## src/rtl/pf_pkg.sv

```systemverilog
package pf_pkg;
    localparam int OP_W = 8;

    localparam logic [OP_W-1:0] OPC_HALT  = 8'h00;
    localparam logic [OP_W-1:0] OPC_LOAD  = 8'h01;
    localparam logic [OP_W-1:0] OPC_ADD   = 8'h05;
    localparam logic [OP_W-1:0] OPC_STOR  = 8'h21;
    localparam logic [OP_W-1:0] OPC_JMP_L = 8'h0D;
    localparam logic [OP_W-1:0] OPC_JMP_R = 8'h0E;
    localparam logic [OP_W-1:0] OPC_JGE_L = 8'h0F;
    localparam logic [OP_W-1:0] OPC_JGE_R = 8'h10;

    typedef enum logic [3:0] {
        ST_FETCH,
        ST_IREAD,
        ST_IWAIT,
        ST_SPLIT,
        ST_EXEC,
        ST_OREAD,
        ST_OWAIT,
        ST_ALU,
        ST_WRITE,
        ST_HALT
    } pf_state_e;

    typedef struct packed {
        logic mar_from_pc;
        logic mbr_from_mem;
        logic mbr_from_acc;
        logic split_word;
        logic take_ibr;
        logic jump_taken;
        logic jump_right;
        logic acc_load;
        logic acc_add;
    } pf_ctl_t;
endpackage

```

## src/rtl/pf_alu.sv

```systemverilog
module pf_alu #(
    parameter int WORD_W = 40
) (
    input  logic [WORD_W-1:0] acc,
    input  logic [WORD_W-1:0] operand,
    input  logic              load_sel,
    output logic [WORD_W-1:0] result,
    output logic              acc_neg
);
    always_comb begin
        if (load_sel) begin
            result = operand;
        end else begin
            result = acc + operand;
        end
    end

    assign acc_neg = acc[WORD_W-1];
endmodule

```

## src/rtl/pf_ctrl.sv

```systemverilog
module pf_ctrl
    import pf_pkg::*;
(
    input  logic              clk,
    input  logic              rst_n,
    input  logic              ibr_valid,
    input  logic [OP_W-1:0]   opcode,
    input  logic              acc_neg,
    output pf_ctl_t           ctl,
    output logic              mem_rd,
    output logic              mem_wr,
    output logic              halted
);
    pf_state_e state_q, state_d;

    logic is_jump, is_cond, go_right;

    always_comb begin
        is_jump  = (opcode == OPC_JMP_L) || (opcode == OPC_JMP_R) ||
                   (opcode == OPC_JGE_L) || (opcode == OPC_JGE_R);
        is_cond  = (opcode == OPC_JGE_L) || (opcode == OPC_JGE_R);
        go_right = (opcode == OPC_JMP_R) || (opcode == OPC_JGE_R);
    end

    always_ff @(posedge clk) begin
        if (!rst_n) begin
            state_q <= ST_FETCH;
        end else begin
            state_q <= state_d;
        end
    end

    always_comb begin
        state_d = state_q;
        unique case (state_q)
            ST_FETCH: state_d = ibr_valid ? ST_EXEC : ST_IREAD;
            ST_IREAD: state_d = ST_IWAIT;
            ST_IWAIT: state_d = ST_SPLIT;
            ST_SPLIT: state_d = ST_EXEC;
            ST_EXEC: begin
                if (opcode == OPC_LOAD || opcode == OPC_ADD) begin
                    state_d = ST_OREAD;
                end else if (opcode == OPC_STOR) begin
                    state_d = ST_WRITE;
                end else if (opcode == OPC_HALT) begin
                    state_d = ST_HALT;
                end else begin
                    state_d = ST_FETCH;
                end
            end
            ST_OREAD: state_d = ST_OWAIT;
            ST_OWAIT: state_d = ST_ALU;
            ST_ALU:   state_d = ST_FETCH;
            ST_WRITE: state_d = ST_FETCH;
            ST_HALT:  state_d = ST_HALT;
            default:  state_d = ST_FETCH;
        endcase
    end

    always_comb begin
        ctl    = '0;
        mem_rd = 1'b0;
        mem_wr = 1'b0;
        halted = 1'b0;
        unique case (state_q)
            ST_FETCH: begin
                ctl.take_ibr    = ibr_valid;
                ctl.mar_from_pc = !ibr_valid;
            end
            ST_IREAD: mem_rd = 1'b1;
            ST_IWAIT: ctl.mbr_from_mem = 1'b1;
            ST_SPLIT: ctl.split_word = 1'b1;
            ST_EXEC: begin
                if (opcode == OPC_STOR) begin
                    ctl.mbr_from_acc = 1'b1;
                end
                if (is_jump) begin
                    ctl.jump_taken = !is_cond || !acc_neg;
                    ctl.jump_right = go_right;
                end
            end
            ST_OREAD: mem_rd = 1'b1;
            ST_OWAIT: ctl.mbr_from_mem = 1'b1;
            ST_ALU: begin
                ctl.acc_load = (opcode == OPC_LOAD);
                ctl.acc_add  = (opcode == OPC_ADD);
            end
            ST_WRITE: mem_wr = 1'b1;
            ST_HALT:  halted = 1'b1;
            default: begin
                halted = 1'b0;
            end
        endcase
    end


    halt_hold_chk: assert property (@(posedge clk) disable iff (!rst_n)
        halted |=> (halted && !mem_rd && !mem_wr));
endmodule

```

## src/rtl/pf_datapath.sv

```systemverilog
module pf_datapath
    import pf_pkg::*;
#(
    parameter int ADDR_W = 12
) (
    input  logic                clk,
    input  logic                rst_n,
    input  pf_ctl_t             ctl,
    input  logic [2*(OP_W+ADDR_W)-1:0] mem_rdata,
    output logic [ADDR_W-1:0]   mar,
    output logic [2*(OP_W+ADDR_W)-1:0] mbr,
    output logic [2*(OP_W+ADDR_W)-1:0] acc,
    output logic [OP_W-1:0]     opcode,
    output logic                ibr_valid,
    output logic                acc_neg
);
    localparam int INSTR_W = OP_W + ADDR_W;
    localparam int WORD_W  = 2 * INSTR_W;

    logic [ADDR_W-1:0]  pc_q;
    logic [INSTR_W-1:0] ibr_q;
    logic               enter_right_q;
    logic [WORD_W-1:0]  alu_res;

    logic [INSTR_W-1:0] first_half, second_half;
    assign first_half  = mbr[WORD_W-1:INSTR_W];
    assign second_half = mbr[INSTR_W-1:0];

    pf_alu #(.WORD_W(WORD_W)) u_alu (
        .acc      (acc),
        .operand  (mbr),
        .load_sel (ctl.acc_load),
        .result   (alu_res),
        .acc_neg  (acc_neg)
    );

    always_ff @(posedge clk) begin
        if (!rst_n) begin
            pc_q          <= '0;
            acc           <= '0;
            ibr_valid     <= 1'b0;
            enter_right_q <= 1'b0;
            mar           <= '0;
            mbr           <= '0;
            ibr_q         <= '0;
            opcode        <= '0;
        end else begin
            if (ctl.mar_from_pc) begin
                mar <= pc_q;
            end
            if (ctl.mbr_from_mem) begin
                mbr <= mem_rdata;
            end else if (ctl.mbr_from_acc) begin
                mbr <= acc;
            end
            if (ctl.split_word) begin
                if (enter_right_q) begin
                    opcode        <= second_half[INSTR_W-1:ADDR_W];
                    mar           <= second_half[ADDR_W-1:0];
                    pc_q          <= pc_q + 1'b1;
                    enter_right_q <= 1'b0;
                end else begin
                    opcode    <= first_half[INSTR_W-1:ADDR_W];
                    mar       <= first_half[ADDR_W-1:0];
                    ibr_q     <= second_half;
                    ibr_valid <= 1'b1;
                end
            end
            if (ctl.take_ibr) begin
                opcode    <= ibr_q[INSTR_W-1:ADDR_W];
                mar       <= ibr_q[ADDR_W-1:0];
                ibr_valid <= 1'b0;
                pc_q      <= pc_q + 1'b1;
            end
            if (ctl.jump_taken) begin
                pc_q          <= mar;
                ibr_valid     <= 1'b0;
                enter_right_q <= ctl.jump_right;
            end
            if (ctl.acc_load || ctl.acc_add) begin
                acc <= alu_res;
            end
        end
    end


    ibr_use_chk: assert property (@(posedge clk) disable iff (!rst_n)
        ctl.take_ibr |-> ibr_valid);


    jump_flush_chk: assert property (@(posedge clk) disable iff (!rst_n)
        ctl.jump_taken |=> !ibr_valid);


    right_entry_chk: assert property (@(posedge clk) disable iff (!rst_n)
        (ctl.split_word && enter_right_q) |=> !ibr_valid);
endmodule

```

## src/rtl/paired_fetch_seq.sv

```systemverilog
module paired_fetch_seq
    import pf_pkg::*;
#(
    parameter int ADDR_W = 12
) (
    input  logic                          clk,
    input  logic                          rst_n,
    output logic [ADDR_W-1:0]             mem_addr,
    output logic                          mem_rd,
    output logic                          mem_wr,
    output logic [2*(OP_W+ADDR_W)-1:0]    mem_wdata,
    input  logic [2*(OP_W+ADDR_W)-1:0]    mem_rdata,
    output logic [2*(OP_W+ADDR_W)-1:0]    acc_out,
    output logic                          halted
);
    localparam int WORD_W = 2 * (OP_W + ADDR_W);

    pf_ctl_t           ctl;
    logic [OP_W-1:0]   opcode;
    logic              ibr_valid;
    logic              acc_neg;
    logic [ADDR_W-1:0] mar;
    logic [WORD_W-1:0] mbr;
    logic [WORD_W-1:0] acc;

    pf_ctrl u_ctrl (
        .clk       (clk),
        .rst_n     (rst_n),
        .ibr_valid (ibr_valid),
        .opcode    (opcode),
        .acc_neg   (acc_neg),
        .ctl       (ctl),
        .mem_rd    (mem_rd),
        .mem_wr    (mem_wr),
        .halted    (halted)
    );

    pf_datapath #(.ADDR_W(ADDR_W)) u_dp (
        .clk       (clk),
        .rst_n     (rst_n),
        .ctl       (ctl),
        .mem_rdata (mem_rdata),
        .mar       (mar),
        .mbr       (mbr),
        .acc       (acc),
        .opcode    (opcode),
        .ibr_valid (ibr_valid),
        .acc_neg   (acc_neg)
    );

    assign mem_addr  = mar;
    assign mem_wdata = mbr;
    assign acc_out   = acc;


    rw_excl_chk: assert property (@(posedge clk) disable iff (!rst_n)
        !(mem_rd && mem_wr));


    store_src_chk: assert property (@(posedge clk) disable iff (!rst_n)
        mem_wr |-> (mem_wdata == acc_out));
endmodule

```

## config.mk

```make
export PLATFORM = sky130hd
export DESIGN_NAME = paired_fetch_seq
export DESIGN_NICKNAME = d
export VERILOG_FILES = /design/src/rtl/pf_pkg.sv /design/src/rtl/pf_alu.sv /design/src/rtl/pf_ctrl.sv /design/src/rtl/pf_datapath.sv /design/src/rtl/paired_fetch_seq.sv
export SDC_FILE = /design/constraint.sdc
export NUM_CORES = 1
export LEC_CHECK = 0
export CAP_MARGIN = 30
export CORE_AREA = 8 8 174 143
export DETAILED_ROUTE_END_ITERATION = 8
export DIE_AREA = 0 0 182 151
export SYNTH_ARGS = -nofsm -noshare
export SYNTH_HDL_FRONTEND = slang
export SYNTH_SLANG_ARGS = --single-unit
```

## constraint.sdc

```tcl
create_clock -name clk -period 3.51 [get_ports clk]
set_input_delay 0.5265 -clock clk [delete_from_list [all_inputs] [get_ports clk]]
set_output_delay 0.5265 -clock clk [all_outputs]
set_load 0.005 [all_outputs]
```

# ---- After elaboration in Yosys (flattened, before gate mapping)
# Index checks and enable logic that the tools add are counted.
# W data, S select, Z words.
dict set report op_classes {
  reduce_logical 24
  bitwise 2
  n_eq_ne 16
  muxes 33
  addsub 2
}
# op n
set op_table {}
lappend op_table {{$mux W40} 3}
lappend op_table {{$mux W12} 8}
lappend op_table {{$add A40 B40 Y40} 1}
lappend op_table {{$pmux W4 S8} 1}
lappend op_table {{$eq A8 B4 Y1 const B} 3}
lappend op_table {{$mux W8} 3}
lappend op_table {{$eq A4 B3 Y1 const B} 4}
lappend op_table {{$add A12 B1 Y12 const B} 1}
lappend op_table {{$mux W4} 3}
lappend op_table {{$mux W1} 11}
lappend op_table {{$reduce_bool A3 Y1} 3}
lappend op_table {{$eq A4 B2 Y1 const B} 2}
lappend op_table {{$eq A4 B4 Y1 const B} 2}
lappend op_table {{$eq A8 B1 Y1 const B} 1}
lappend op_table {{$eq A8 B3 Y1 const B} 1}
lappend op_table {{$eq A8 B5 Y1 const B} 1}
lappend op_table {{$eq A8 B6 Y1 const B} 1}
lappend op_table {{$logic_not A8 Y1} 1}
lappend op_table {{$logic_or A1 B1 Y1} 8}
lappend op_table {{$mux W2} 3}
lappend op_table {{$reduce_bool A2 Y1} 3}
lappend op_table {{$eq A4 B1 Y1 const B} 1}
lappend op_table {{$logic_not A4 Y1} 1}
lappend op_table {{$reduce_and A2 Y1} 2}
lappend op_table {{other kinds (5)} 9}
dict set report totals {
  in_bits 42
  out_inout_bits 95
  word_cells 86
  reg_bits 138
}

# ---- Longest topological paths before layout
dict set report depth {
  word_depth 8
  depth_mapped 11
  mapped_depth_nobuf 11
}

# ---- By module
# Synthesis repeated with hierarchy kept, for this count alone.
dict set report unflattened {
  cells_unflattened 1204
  area_unflattened_um2 9280.2
}
# mod seq_area_each_um2 area_per_inst_um2 n_inst cells_per_inst
set by_module_without_submodules {}
lappend by_module_without_submodules {pf_datapath 2682.6 5911.9 1 693}
lappend by_module_without_submodules {pf_alu 0.0 2910.3 1 446}
lappend by_module_without_submodules {pf_ctrl 80.1 457.9 1 65}

# ---- Least setup slack after synthesis
# No wires, ideal clock.
dict set report synth_path {
  kind {reg-to-reg}
  from {register u_dp.mbr[9]}
  to {register u_dp.acc[32]}
  period_less_slack_ns 2.639
  required_ns 3.407
  path_buffers 1
  stages_incl_launch_ff 11
  setup_time_ns 0.103
  t_arrival_ns 2.536
  slack_ns 0.871
  path_cell_list {dfxtp_1 -> ha_1 -> buf_2 -> a21oi_1 -> o21ai_1 -> and2_1 -> o41a_4 -> a211oi_2 -> o21bai_1 -> xnor2_1 -> a2111oi_2}
}
dict set report synth_via {
  elab_chain_len 2
}
# element line
set synth_rtl {}
lappend synth_rtl {{start: declaration} pf_datapath.sv:11} ;# output logic [2*(OP_W+ADDR_W)-1:0] mbr,
lappend synth_rtl {{start signal: assignment} pf_datapath.sv:52} ;# mbr <= mem_rdata;
lappend synth_rtl {{$add A40 B40 Y40} pf_alu.sv:14} ;# result = acc + operand;
lappend synth_rtl {{$mux W40} pf_alu.sv:11} ;# if (load_sel) begin
lappend synth_rtl {{end signal: assignment} pf_datapath.sv:81} ;# acc <= alu_res;
lappend synth_rtl {{end: declaration} pf_datapath.sv:12} ;# output logic [2*(OP_W+ADDR_W)-1:0] acc,
# Every way passes these cells.
# A chain may end at the register's enable or synchronous reset.

# ---- Final worst setup path
dict set report layout_path {
  from {register u_dp.acc[9]}
  to {register u_dp.acc[32]}
}
dict set report layout_via {
  elab_chain_len 2
}
# element line
set layout_rtl {}
lappend layout_rtl {{$add A40 B40 Y40} pf_alu.sv:14}
lappend layout_rtl {{$mux W40} pf_alu.sv:11}
# Every way passes these cells.

==> flow_metrics.env <==
export IMPL_status="complete, no violations"
export IMPL_rsz0062_at_grt="no"
export IMPL_fin_crit_sh_pct=82.1
export IMPL_ys_seq_elements=138
export IMPL_crit_fanout=7
export IMPL_routabilityCongestion=0.938
export IMPL_grtUsageMet1_pct=32.5
export IMPL_max_freq_ghz=0.347
export IMPL_grt_max_degree=62
export IMPL_synth_edf_count=0
export IMPL_grt_pass1_vias=8149
export IMPL_async_flop_share_pct=0
export IMPL_busiest_layer="met1"
export IMPL_critical_path_class="flop to flop"
export IMPL_worstPathArrival_ns=3.20
export IMPL_num_fill_cells=2254
export IMPL_vias_per_cell=5.85
export IMPL_track_usage_pct=21.9
export IMPL_dieArea_um2=27500
export IMPL_dp_hpwl_um=22500
export IMPL_drc=0
export IMPL_die_x_um=182
export IMPL_post_cts_resized=0
export IMPL_critical_path_top_delay_family="compound AO/OA/AOI/OAI gates"
export IMPL_drv_cap=0
export IMPL_avgSynthCellArea_um2=7.59
export IMPL_totalWireLength_um=30500
export IMPL_start_util_pct=39.3
export IMPL_hp_class="flop to flop"
export IMPL_yosysWarnings=0
export IMPL_startpoint_type="flop"
export IMPL_slew_limit_headroom_pct=39.5
export IMPL_numCtsBuffers=17
export IMPL_syn_area_um2=8670
export IMPL_min_from="u_dp.ibr_q[15]"
export IMPL_mostFrequentLayoutCells="172 x nand2_1, 144 x nor2_1, 138 x dfxtp_1"
export IMPL_power_density_nw_per_um2=585
export IMPL_detail_route_antenna_nets=0
export IMPL_clk_path_buf_depth=2
export IMPL_skew_ns=0.0149
export IMPL_required_ns=3.83
export IMPL_syn_nets=1226
export IMPL_worstMarginPinSlew_ns=0.905
export IMPL_ys_flop_type="dfxtp_1"
export IMPL_cts_tree="done"
export IMPL_post_cts_buffers=0
export IMPL_holdBufCountCts=0
export IMPL_clkTransAtPathRegs_ns=0.06
export IMPL_antenna_found_initial=0
export IMPL_portBuffers=136
export IMPL_die_y_um=151
export IMPL_setup_tns_ns=0
export IMPL_io_pins=137
export IMPL_peakVddDrop_uv=282
export IMPL_antenna_cells=0
export IMPL_wire_per_inst_um=19.7
export IMPL_syn_inst=1143
export IMPL_rr_startpoint="u_dp.acc[9]"
export IMPL_clk_latency_ns=0.43
export IMPL_grt_overflow=0
export IMPL_drtPass1Iterations=5
export IMPL_final_common_cell="nand2_1"
export IMPL_max_stage_delay_ns=0.53
export IMPL_grt_pass1_wl_um=48000
export IMPL_area_growth_pct=26.4
export IMPL_cts_max_level=4
export IMPL_cp_buffers_inverters=0
export IMPL_synthDistinctLibCells=69
export IMPL_vias=9022
export IMPL_critPathCaptureType="flop"
export IMPL_setup_ws_ns=0.627
export IMPL_root_buffer="clkbuf_16"
export IMPL_placed_area_um2=10400
export IMPL_path_cells="ha_1, a21oi_1, o21ai_1, and2_1, o41a_4, a211oi_2, o21bai_1, xnor2_1, a2111oi_2"
export IMPL_final_cell_area_um2=11000
export IMPL_crit_slowest_cell="o41a_4"
export IMPL_hold_violations=0
export IMPL_cts_sinks=138
export IMPL_drive_above_1_share_pct=7.68
export IMPL_core_um2=22100
export IMPL_fp_row_count=49
export IMPL_leakage_nw=3.87
export IMPL_pre_cts_slack_ns=0.648
export IMPL_grt_use_met3_pct=4.70
export IMPL_slew_violations=0
export IMPL_setup_viol=0
export IMPL_nets=1333
export IMPL_fin_crit_ns=2.88
export IMPL_drt_iter0_markers=809
export IMPL_crit_start="u_dp.acc[9]"
export IMPL_seq_area_frac_synth_pct=31.9
export IMPL_use_met2_pct=31.7
stage by stage:
stage	hold WS [ns]	power, mW	cells	utilization (%)
2_1_floorplan	0.436	3.43	1143	-
3_3_place_gp	0.443	4.55	1511	47.0
3_5_place_dp	0.449	4.57	1511	47.0
4_1_cts	0.458	6.44	1543	49.7
5_1_grt	0.477	6.80	1543	49.7
6_report	0.458	6.41	1543	49.7
kinds of logic (layout without fill, tap and decap cells):
family | count (synthesis) | count (layout) | share of synthesized area, %
AO/OA/AOI/OAI | 365 | 365 | 28.6
XOR/XNOR | 38 | 38 | 3.84
adder cells (fa/ha/maj) | 41 | 41 | 6.00
buffers and inverters | 103 | 223 | 4.60
flip-flops | 138 | 138 | 31.9
multiplexers | 27 | 27 | 3.12
AND/OR/NAND/NOR | 431 | 431 | 22.0
flip-flops by register name, summed over array words and instances, names as in the netlist:
name	flops
u_ctrl.state_q	4
u_dp.enter_right_q	1
u_dp.ibr_q	20
u_dp.mar	12
u_dp.ibr_valid	1
u_dp.pc_q	12
u_dp.mbr	40
u_dp.acc	40
u_dp.opcode	8
report_power, final:
part / switching [mW] / internal (mW)
sequential: 0.371 / 1.82
combinational: 1.29 / 1.06
clock: 0.785 / 1.08
cell usage after synthesis (5+ instances only):
| library cell | instances | area share [%] |
|---|---|---|
| nor2_1 | 144 | 6.2 |
| a21oi_1 | 123 | 7.1 |
| o21ai_0 | 49 | 2.8 |
| a221oi_1 | 11 | 1.1 |
| inv_1 | 17 | 0.74 |
| o21a_1 | 9 | 0.78 |
| nor3_1 | 27 | 1.6 |
| a211oi_1 | 47 | 4.1 |
| o21bai_1 | 11 | 0.95 |
| a311oi_1 | 38 | 3.8 |
| or3_1 | 5 | 0.36 |
| o211ai_1 | 10 | 0.87 |
| xnor2_1 | 21 | 2.1 |
| ha_1 | 40 | 5.8 |
| nand3_1 | 21 | 1.2 |
| xor2_1 | 17 | 1.7 |
| a21o_1 | 16 | 1.4 |
| mux2i_1 | 27 | 3.1 |
| nand2_1 | 173 | 7.5 |
| and3_1 | 11 | 0.79 |
| nand4_1 | 9 | 0.65 |
| buf_2 | 7 | 0.40 |
| dfxtp_1 | 138 | 32 |
| nand2b_1 | 9 | 0.65 |
| clkbuf_1 | 72 | 3.1 |
| a31oi_1 | 8 | 0.58 |
final cells by class:
cell class                      instances  area [um2]  area share (%)
Clock buffer                           18         439            4.01
Tap cell                              280         350            3.20
Sequential cell                       138        2760            25.2
Multi-Input combinational cell        902        5520            50.4
Timing Repair Buffer                  172        1660            15.1
Inverter                               19        72.6           0.662
Clock inverter                         14         160            1.46
tightest hold or removal path: stages, from the launching register on:
cell and delay, ns:
dfxtp_1 0.31, nand2_1 0.05, a21oi_1 0.05
per-layer routing:
layer	wire (um)	vias up
met5	0	-
met4	334	0
met3	2340	22
met2	12600	302
met1	15200	4315
li1	-	4383
final timing paths:
kind	to	slack, ns	depth (start not counted)
max	u_dp.acc[32]	0.63	9
max reg2reg	u_dp.acc[32]	0.63	9
min	u_dp.ibr_q[15]	0.46	2
min reg2reg	u_dp.ibr_q[15]	0.46	2
(Power assumes the default switching activity.)
